## src/rtl/alu_pkg.sv

```systemverilog
package alu_pkg;

    typedef enum logic [1:0] {
        OP_AND = 2'b00,
        OP_OR  = 2'b01,
        OP_SUM = 2'b10,
        OP_CMP = 2'b11
    } alu_op_e;

    typedef struct packed {
        logic and_b;
        logic or_b;
        logic sum_b;
        logic cry_b;
    } slice_res_t;

endpackage

```

## src/rtl/alu_slice.sv

```systemverilog
module alu_slice
    import alu_pkg::*;
(
    input  logic    a_i,
    input  logic    b_i,
    input  logic    inv_i,
    input  logic    cin_i,
    input  alu_op_e op_i,
    output logic    res_o,
    output logic    cout_o
);

    slice_res_t bits_d;
    logic       b_eff;
    logic       prop;

    always_comb begin
        b_eff        = b_i ^ inv_i;
        prop         = a_i ^ b_eff;
        bits_d.and_b = a_i & b_i;
        bits_d.or_b  = a_i | b_i;
        bits_d.sum_b = prop ^ cin_i;
        bits_d.cry_b = (a_i & b_eff) | (prop & cin_i);
    end

    always_comb begin
        unique case (op_i)
            OP_AND:  res_o = bits_d.and_b;
            OP_OR:   res_o = bits_d.or_b;
            OP_SUM:  res_o = bits_d.sum_b;
            default: res_o = bits_d.cry_b;
        endcase
        cout_o = bits_d.cry_b;
    end

endmodule

```

## src/rtl/alu_ripple.sv

```systemverilog
module alu_ripple
    import alu_pkg::*;
#(
    parameter int W = 32
) (
    input  logic [W-1:0] a_i,
    input  logic [W-1:0] b_i,
    input  logic         inv_i,
    input  alu_op_e      op_i,
    output logic [W-1:0] res_o,
    output logic         cout_o
);

    localparam int NCARRY = W + 1;

    logic [NCARRY-1:0] chain;

    assign chain[0] = inv_i;

    for (genvar gi = 0; gi < W; gi++) begin : g_slice
        alu_slice slice_i (
            .a_i    (a_i[gi]),
            .b_i    (b_i[gi]),
            .inv_i  (inv_i),
            .cin_i  (chain[gi]),
            .op_i   (op_i),
            .res_o  (res_o[gi]),
            .cout_o (chain[gi+1])
        );
    end

    assign cout_o = chain[NCARRY-1];

endmodule

```

## src/rtl/alu_bitslice.sv

```systemverilog
module alu_bitslice
    import alu_pkg::*;
#(
    parameter int W = 32
) (
    input  logic [W-1:0] a_i,
    input  logic [W-1:0] b_i,
    input  logic         sub_i,
    input  logic [1:0]   op_i,
    output logic [W-1:0] result_o,
    output logic         carry_o,
    output logic         lt_o
);

    alu_op_e      op_d;
    logic         sub_eff_d;
    logic [W-1:0] chain_res;
    logic         chain_cout;
    logic         fixed_cry_d;

    always_comb begin
        op_d      = alu_op_e'(op_i);
        sub_eff_d = sub_i | (op_d == OP_CMP);
    end

    alu_ripple #(.W(W)) ripple_i (
        .a_i    (a_i),
        .b_i    (b_i),
        .inv_i  (sub_eff_d),
        .op_i   (op_d),
        .res_o  (chain_res),
        .cout_o (chain_cout)
    );

    always_comb begin
        fixed_cry_d = chain_cout ^ sub_eff_d;
        if (op_d == OP_CMP) begin
            result_o    = '0;
            result_o[0] = fixed_cry_d;
        end else begin
            result_o = chain_res;
        end
        carry_o = fixed_cry_d;
        lt_o    = sub_eff_d & fixed_cry_d;
    end

endmodule

```

## config.mk

```make
export PLATFORM = sky130hd
export DESIGN_NAME = alu_bitslice
export DESIGN_NICKNAME = d
export VERILOG_FILES = /design/src/rtl/alu_pkg.sv /design/src/rtl/alu_slice.sv /design/src/rtl/alu_ripple.sv /design/src/rtl/alu_bitslice.sv
export SDC_FILE = /design/constraint.sdc
export NUM_CORES = 1
export LEC_CHECK = 0
export BUFFER_PORTS_ARGS = -buffer_cell sky130_fd_sc_hd__buf_4
export CAP_MARGIN = 40
export CELL_PAD_IN_SITES_DETAIL_PLACEMENT = 1
export CELL_PAD_IN_SITES_GLOBAL_PLACEMENT = 2
export CORE_ASPECT_RATIO = 0.9
export CORE_MARGIN = 2
export CORE_UTILIZATION = 33
export DETAILED_ROUTE_END_ITERATION = 10
export PLACE_DENSITY_LB_ADDON = 0.25
export SLEW_MARGIN = 20
export SYNTH_ARGS = -nofsm -noshare
export SYNTH_HDL_FRONTEND = slang
export SYNTH_HIERARCHICAL = 1
export SYNTH_SLANG_ARGS = --single-unit
```

## constraint.sdc

```tcl
create_clock -name vclk -period 55.6
set_input_delay 11.12 -clock vclk [all_inputs]
set_output_delay 11.12 -clock vclk [all_outputs]
set_load 0.1 [all_outputs]
```

Word-level counts from Yosys, hierarchy flattened. Cells that the tools add are included.

Word-level logic and storage cells: 296. Input bits: 67. Bits in registers: 0. Output and inout port bits: 34.

Multiplexer cells: 33. Eq/ne operators: 3. Reductions and logical operators: 1. Bitwise operators: 259.

Operators by type and width (count): bitwise AND 1 bit (97); bitwise XOR 1 bit (97); one-hot mux 1 bit (3 select lines) (32); OR 1 bit (65); two-way mux 32 bit (1); equality test 2 bit, second input constant (2); equality test 2 x 1 -> 1 bit, second input constant (1); logical NOT 2 bit (1).

Longest topological paths before layout.
Word-level depth: 70. Gate-level depth with buffers: 39. Mapped depth without buffers: 39.

Cells and area by module. The synthesis kept the hierarchy.

Modules (own cells, without submodules): alu_slice (ripple_i.g_slice[0].slice_i ...) (area each 66.3 um^2, cells each 5, instances 18); alu_slice (ripple_i.g_slice[26].slice_i ...) (area each 62.6 um^2, cells each 5, instances 14); alu_bitslice (area each 275.3 um^2, cells each 40, instances 1).

Worst setup path before layout. No wires, ideal clock.

Kind: input -> output. Start: input op_i[0]. End: output result_o[0]. Cell stages on the path: 39. Slack: 16.634 ns. Data required time: 44.480 ns. Data arrival time: 27.846 ns. Path through: nand2_2 > nand2b_1 > xor2_1 > fa_1 > fa_1 > fa_1 > fa_1 > fa_1 > fa_1 > fa_1 > fa_1 > fa_1 > fa_1 > fa_1 > fa_1 > fa_1 > fa_1 > fa_1 > [3 not listed] > fa_1 > fa_1 > fa_1 > fa_1 > fa_1 > fa_1 > fa_1 > fa_1 > fa_1 > fa_1 > fa_1 > fa_1 > fa_1 > fa_1 > inv_1 > ha_1 > inv_1 > mux2_4.

Word-level cells in the longest chain between the ends: 70.

RTL lines: start, declared (line alu_bitslice.sv:9) `input logic [1:0] op_i,`; equality test 2 bit (*) (line alu_bitslice.sv:23) `sub_eff_d = sub_i | (op_d == OP_CMP);`; OR 1 bit (*) (line alu_bitslice.sv:23); via sub_eff_d (line alu_bitslice.sv:16) `logic sub_eff_d;`; bitwise XOR 1 bit (line alu_slice.sv:18) `b_eff = b_i ^ inv_i;`; bitwise XOR 1 bit (line alu_slice.sv:19) `prop = a_i ^ b_eff;`; bitwise AND 1 bit (line alu_slice.sv:23) `bits_d.cry_b = (a_i & b_eff) | (prop & cin_i);`; OR 1 bit (*) (line alu_slice.sv:23); via ripple_i.chain[1] (line alu_ripple.sv:16) `logic [NCARRY-1:0] chain;`; [2 not listed]; via ripple_i.chain[2] (line alu_ripple.sv:16); [2 not listed]; via ripple_i.chain[3] (line alu_ripple.sv:16); [2 not listed]; via ripple_i.chain[4] (line alu_ripple.sv:16); [2 not listed]; via ripple_i.chain[5] (line alu_ripple.sv:16); [2 not listed]; via ripple_i.chain[6] (line alu_ripple.sv:16); [2 not listed]; via ripple_i.chain[7] (line alu_ripple.sv:16); [2 not listed]; via ripple_i.chain[8] (line alu_ripple.sv:16); [2 not listed]; via ripple_i.chain[9] (line alu_ripple.sv:16); [2 not listed]; via ripple_i.chain[10] (line alu_ripple.sv:16); [2 not listed]; via ripple_i.chain[11] (line alu_ripple.sv:16); [2 not listed]; via ripple_i.chain[12] (line alu_ripple.sv:16); [2 not listed]; via ripple_i.chain[13] (line alu_ripple.sv:16); [2 not listed]; via ripple_i.chain[14] (line alu_ripple.sv:16); [2 not listed]; via ripple_i.chain[15] (line alu_ripple.sv:16); [2 not listed]; via ripple_i.chain[16] (line alu_ripple.sv:16); [2 not listed]; via ripple_i.chain[17] (line alu_ripple.sv:16); [2 not listed]; via ripple_i.chain[18] (line alu_ripple.sv:16); [2 not listed]; via ripple_i.chain[19] (line alu_ripple.sv:16); [2 not listed]; via ripple_i.chain[20] (line alu_ripple.sv:16); [2 not listed]; via ripple_i.chain[21] (line alu_ripple.sv:16); [2 not listed]; via ripple_i.chain[22] (line alu_ripple.sv:16); [2 not listed]; via ripple_i.chain[23] (line alu_ripple.sv:16); [2 not listed]; via ripple_i.chain[24] (line alu_ripple.sv:16); [2 not listed]; via ripple_i.chain[25] (line alu_ripple.sv:16); [2 not listed]; via ripple_i.chain[26] (line alu_ripple.sv:16); [2 not listed]; via ripple_i.chain[27] (line alu_ripple.sv:16); [2 not listed]; via ripple_i.chain[28] (line alu_ripple.sv:16); [2 not listed]; via ripple_i.chain[29] (line alu_ripple.sv:16); [2 not listed]; via ripple_i.chain[30] (line alu_ripple.sv:16); [1 not listed]; OR 1 bit (*) (line alu_slice.sv:23); via ripple_i.chain[31] (line alu_ripple.sv:16); bitwise AND 1 bit (*) (line alu_slice.sv:23); OR 1 bit (*) (line alu_slice.sv:23); via chain_cout (line alu_bitslice.sv:18) `logic chain_cout;`; bitwise XOR 1 bit (*) (line alu_bitslice.sv:36) `fixed_cry_d = chain_cout ^ sub_eff_d;`; via carry_o (line alu_bitslice.sv:11) `output logic carry_o,`; two-way mux 32 bit (*) (line alu_bitslice.sv:37) `if (op_d == OP_CMP) begin`; end, declared (line alu_bitslice.sv:10) `output logic [W-1:0] result_o,`.

Mark *: on every way through the listed nets, which the timed path passes. The rest lies on a longest branch.

Final worst setup path.
Start: input op_i[1]. End: output result_o[31].

Word-level cells in the longest chain between the ends: 70.

RTL lines: equality test 2 bit (*) (line alu_bitslice.sv:23); OR 1 bit (*) (line alu_bitslice.sv:23); via sub_eff_d (line alu_bitslice.sv:16); bitwise XOR 1 bit (line alu_slice.sv:18); bitwise XOR 1 bit (line alu_slice.sv:19); bitwise AND 1 bit (line alu_slice.sv:23); OR 1 bit (*) (line alu_slice.sv:23); via ripple_i.chain[1] (line alu_ripple.sv:16); [2 not listed]; via ripple_i.chain[2] (line alu_ripple.sv:16); [2 not listed]; via ripple_i.chain[3] (line alu_ripple.sv:16); [2 not listed]; via ripple_i.chain[4] (line alu_ripple.sv:16); [2 not listed]; via ripple_i.chain[5] (line alu_ripple.sv:16); [2 not listed]; via ripple_i.chain[6] (line alu_ripple.sv:16); [2 not listed]; via ripple_i.chain[7] (line alu_ripple.sv:16); [2 not listed]; via ripple_i.chain[8] (line alu_ripple.sv:16); [2 not listed]; via ripple_i.chain[9] (line alu_ripple.sv:16); [2 not listed]; via ripple_i.chain[10] (line alu_ripple.sv:16); [2 not listed]; via ripple_i.chain[11] (line alu_ripple.sv:16); [2 not listed]; via ripple_i.chain[12] (line alu_ripple.sv:16); [2 not listed]; via ripple_i.chain[13] (line alu_ripple.sv:16); [2 not listed]; via ripple_i.chain[14] (line alu_ripple.sv:16); [2 not listed]; via ripple_i.chain[15] (line alu_ripple.sv:16); [2 not listed]; via ripple_i.chain[16] (line alu_ripple.sv:16); [2 not listed]; via ripple_i.chain[17] (line alu_ripple.sv:16); [2 not listed]; via ripple_i.chain[18] (line alu_ripple.sv:16); [2 not listed]; via ripple_i.chain[19] (line alu_ripple.sv:16); [2 not listed]; via ripple_i.chain[20] (line alu_ripple.sv:16); [2 not listed]; via ripple_i.chain[21] (line alu_ripple.sv:16); [2 not listed]; via ripple_i.chain[22] (line alu_ripple.sv:16); [2 not listed]; via ripple_i.chain[23] (line alu_ripple.sv:16); [2 not listed]; via ripple_i.chain[24] (line alu_ripple.sv:16); [2 not listed]; via ripple_i.chain[25] (line alu_ripple.sv:16); [2 not listed]; via ripple_i.chain[26] (line alu_ripple.sv:16); [2 not listed]; via ripple_i.chain[27] (line alu_ripple.sv:16); [2 not listed]; via ripple_i.chain[28] (line alu_ripple.sv:16); [2 not listed]; via ripple_i.chain[29] (line alu_ripple.sv:16); [2 not listed]; via ripple_i.chain[30] (line alu_ripple.sv:16); bitwise AND 1 bit (*) (line alu_slice.sv:23); OR 1 bit (*) (line alu_slice.sv:23); via ripple_i.chain[31] (line alu_ripple.sv:16); bitwise AND 1 bit (line alu_slice.sv:23); OR 1 bit (line alu_slice.sv:23); one-hot mux 1 bit (3 select lines) (*) (line alu_slice.sv:27) `unique case (op_i)`; via chain_res[31] (line alu_bitslice.sv:17) `logic [W-1:0] chain_res;`; two-way mux 32 bit (*) (line alu_bitslice.sv:37).

Marks and branches as above.

==> out/metrics.csv <==
metric;value;unit
ys.warnings.count;6;
initial_antenna_violation_count;0;
timing.hold.ws;22.98;ns
track_usage;14.7;%
critical_path_class;in -> out;
crit_path_required_time;44.48;ns
std_cell_rows;29;
p_per_area;23.7;nW/µm²
max_incr_delay_on_cp;0.54;ns
maxUsedRoutingLayer;met3;
dr.pass1.iters;3;
synth_top_cells_by_area;fa_1 27%, maj3_2 15%, mux2_1 15%;
synth.mux.area_fraction;34.3;%
layout.area.seq;0;µm²
vdd_drop_max;0.0154;mV
critical_path_peak_fanout;34;
first_global_vias;1973;
crit_path_frequent_cell;fa_1;
maxClockFrequency;0.0252;GHz
post-route-drc-count;0;
final-max-slew-violation-count;0;
max-cap-violations;0;
syn_area;2340;µm²
die_y;84.0;µm
simple_gate_fraction_of_synth_area;8.80;%
type_of_element_capturing_the_critical_path;output port;
synth_top_family_by_area;adder cells;
buffer_ports.inserted;101;
adder_and_majority_cell_fraction_of_the_synthesized_area;43.2;%
synth.top_cell.area_share;27.3;%
totalNegativeSetupSlack;0;ns
detailedRoute.firstIterationViolations;20;
design.core.area;6970;µm²
drt-wirelength-per-cell;14.6;µm
multi_input_gate_area;2310;µm²
synth-xor-area-share;12.0;%
synth.net_count;300;
num_vias;1819;
leakagePower;1.41;nW
global_route.overflow_total;0;
final_antenna_net_count;0;
routed_length_on_met2;2.75;mm
antenna_cells;0;
total_number_of_sequential_cells;0;
cts-hold-fix-buffers;0;
run_status;finished, final reports clean;
start_kind;input port;
post_cts_buffers;0;
hold_violations;0;
routed_length_on_met3;321;µm
clock_buffer_instance_count_of_the_final_layout;0;
yosysTopAreaCell;fa_1;
place_congestion;0.675;
fillCellCount;790;
synth_sequential_area_ratio;0;%
cts_resized;0;
post_synth.cell_area_avg;11.7;µm²
worstPathArrival;28.50;ns
nets;402;
critPathSlowestCell;nand2_2;
ratio_of_cells_with_drive_above_1_in_the_final_layout;56.7;%
period_minus_slack;39.62;ns
holdCritPathClass;in -> out;
timing_worst_slew_pin_value;0.622;ns
detail_route.wirelength.met1;2.67;mm
final_min_period_over_clock_period;71.3;%
die_x;92.9;µm
grt_setup_unrepaired;false;
dp_hpwl;4.40;mm
slew-limit-headroom;58.4;%
floorplan.initialDensity;33.7;%
yosys.cell_types.count;12;
synthesis.instances;200;
io-pin-count;101;
synth_compound_gate_area_share;0;%
area_of_the_die;7800;µm²
vias_per_cell;4.63;
timing.final.setup_violations;0;
grt_first_pass_wirelength;9.60;mm
drt_wl_total;5.75;mm
grt_max_degree;66;
area_growth;37.5;%
## worst max-delay path: cells and delay by family
kind,cells,cell delay [ns]
muxes,2,0.54
buffers and inverters,3,1.17
adders and majority gates,32,14.61
and+or+nand+nor,3,0.87
xor gates and xnor gates,1,0.18
## per-layer routing
layer,vias to the layer above,track usage [%]
li1,899,-
met1,866,21.0
met2,54,25.4
met3,0,1.63
met4,0,0
met5,-,0
## logic make-up (layout without fill, tap and decap cells)
group                      after synthesis  count (layout)
buffers and inverters                    5             105
muxes                                   65              65
adders and majority gates               65              65
and+or+nand+nor                         33              33
xor gates and xnor gates                32              32
## cell usage in the layout, fill, tap and decap left out, drive strengths merged
| master | instances |
|---|---|
| and2 | 31 |
| buf | 103 |
| fa | 32 |
| ha | 1 |
| inv | 2 |
| maj3 | 32 |
| mux2 | 65 |
| nand2 | 1 |
| nand2b | 1 |
| xor2 | 32 |
## path summary, 6_finish.rpt
check / start / endpoint / slack (ns) / cells past startpoint
worst max-delay path: op_i[1] / result_o[31] / 15.98 / 41
worst min-delay path: a_i[31] / lt_o / 22.98 / 5
## per-stage QoR
stage | setup slack (ns) | power [mW] | area [µm²] | instances | utilization, %
after floorplan | 16.63 | 0.0584 | 2340 | 200 | -
after detailed placement | 15.59 | 0.0770 | 3200 | 392 | 45.9
after CTS | 15.53 | 0.0771 | 3200 | 392 | 45.9
after global routing | 15.15 | 0.0821 | 3220 | 393 | 46.3
after global placement | 15.79 | 0.0759 | 3200 | 392 | 45.9
final | 15.98 | 0.0765 | 3220 | 393 | 46.3
## synthesized netlist by cell type
cell and instances:
fa_1 32, maj3_2 32, mux2_1 32, xor2_1 32, and2_1 31, mux2_4 19, mux2_2 14, buf_6 3
inv_1 2, ha_1 1, nand2_2 1, nand2b_1 1
## report_power, final
part / switching [mW] / leakage, nW / internal [mW]
clock network: 0 / 0 / 0
logic: 0.0498 / 1.41 / 0.0267
registers: 0 / 0 / 0
## cell type report
cell class	count	share of cell area, %
multi-input cells	195	71.5
repair buffers	103	24.6
well taps	93	3.61
inverters	2	0.233
No activity file was read; power rests on OpenSTA's default activity.
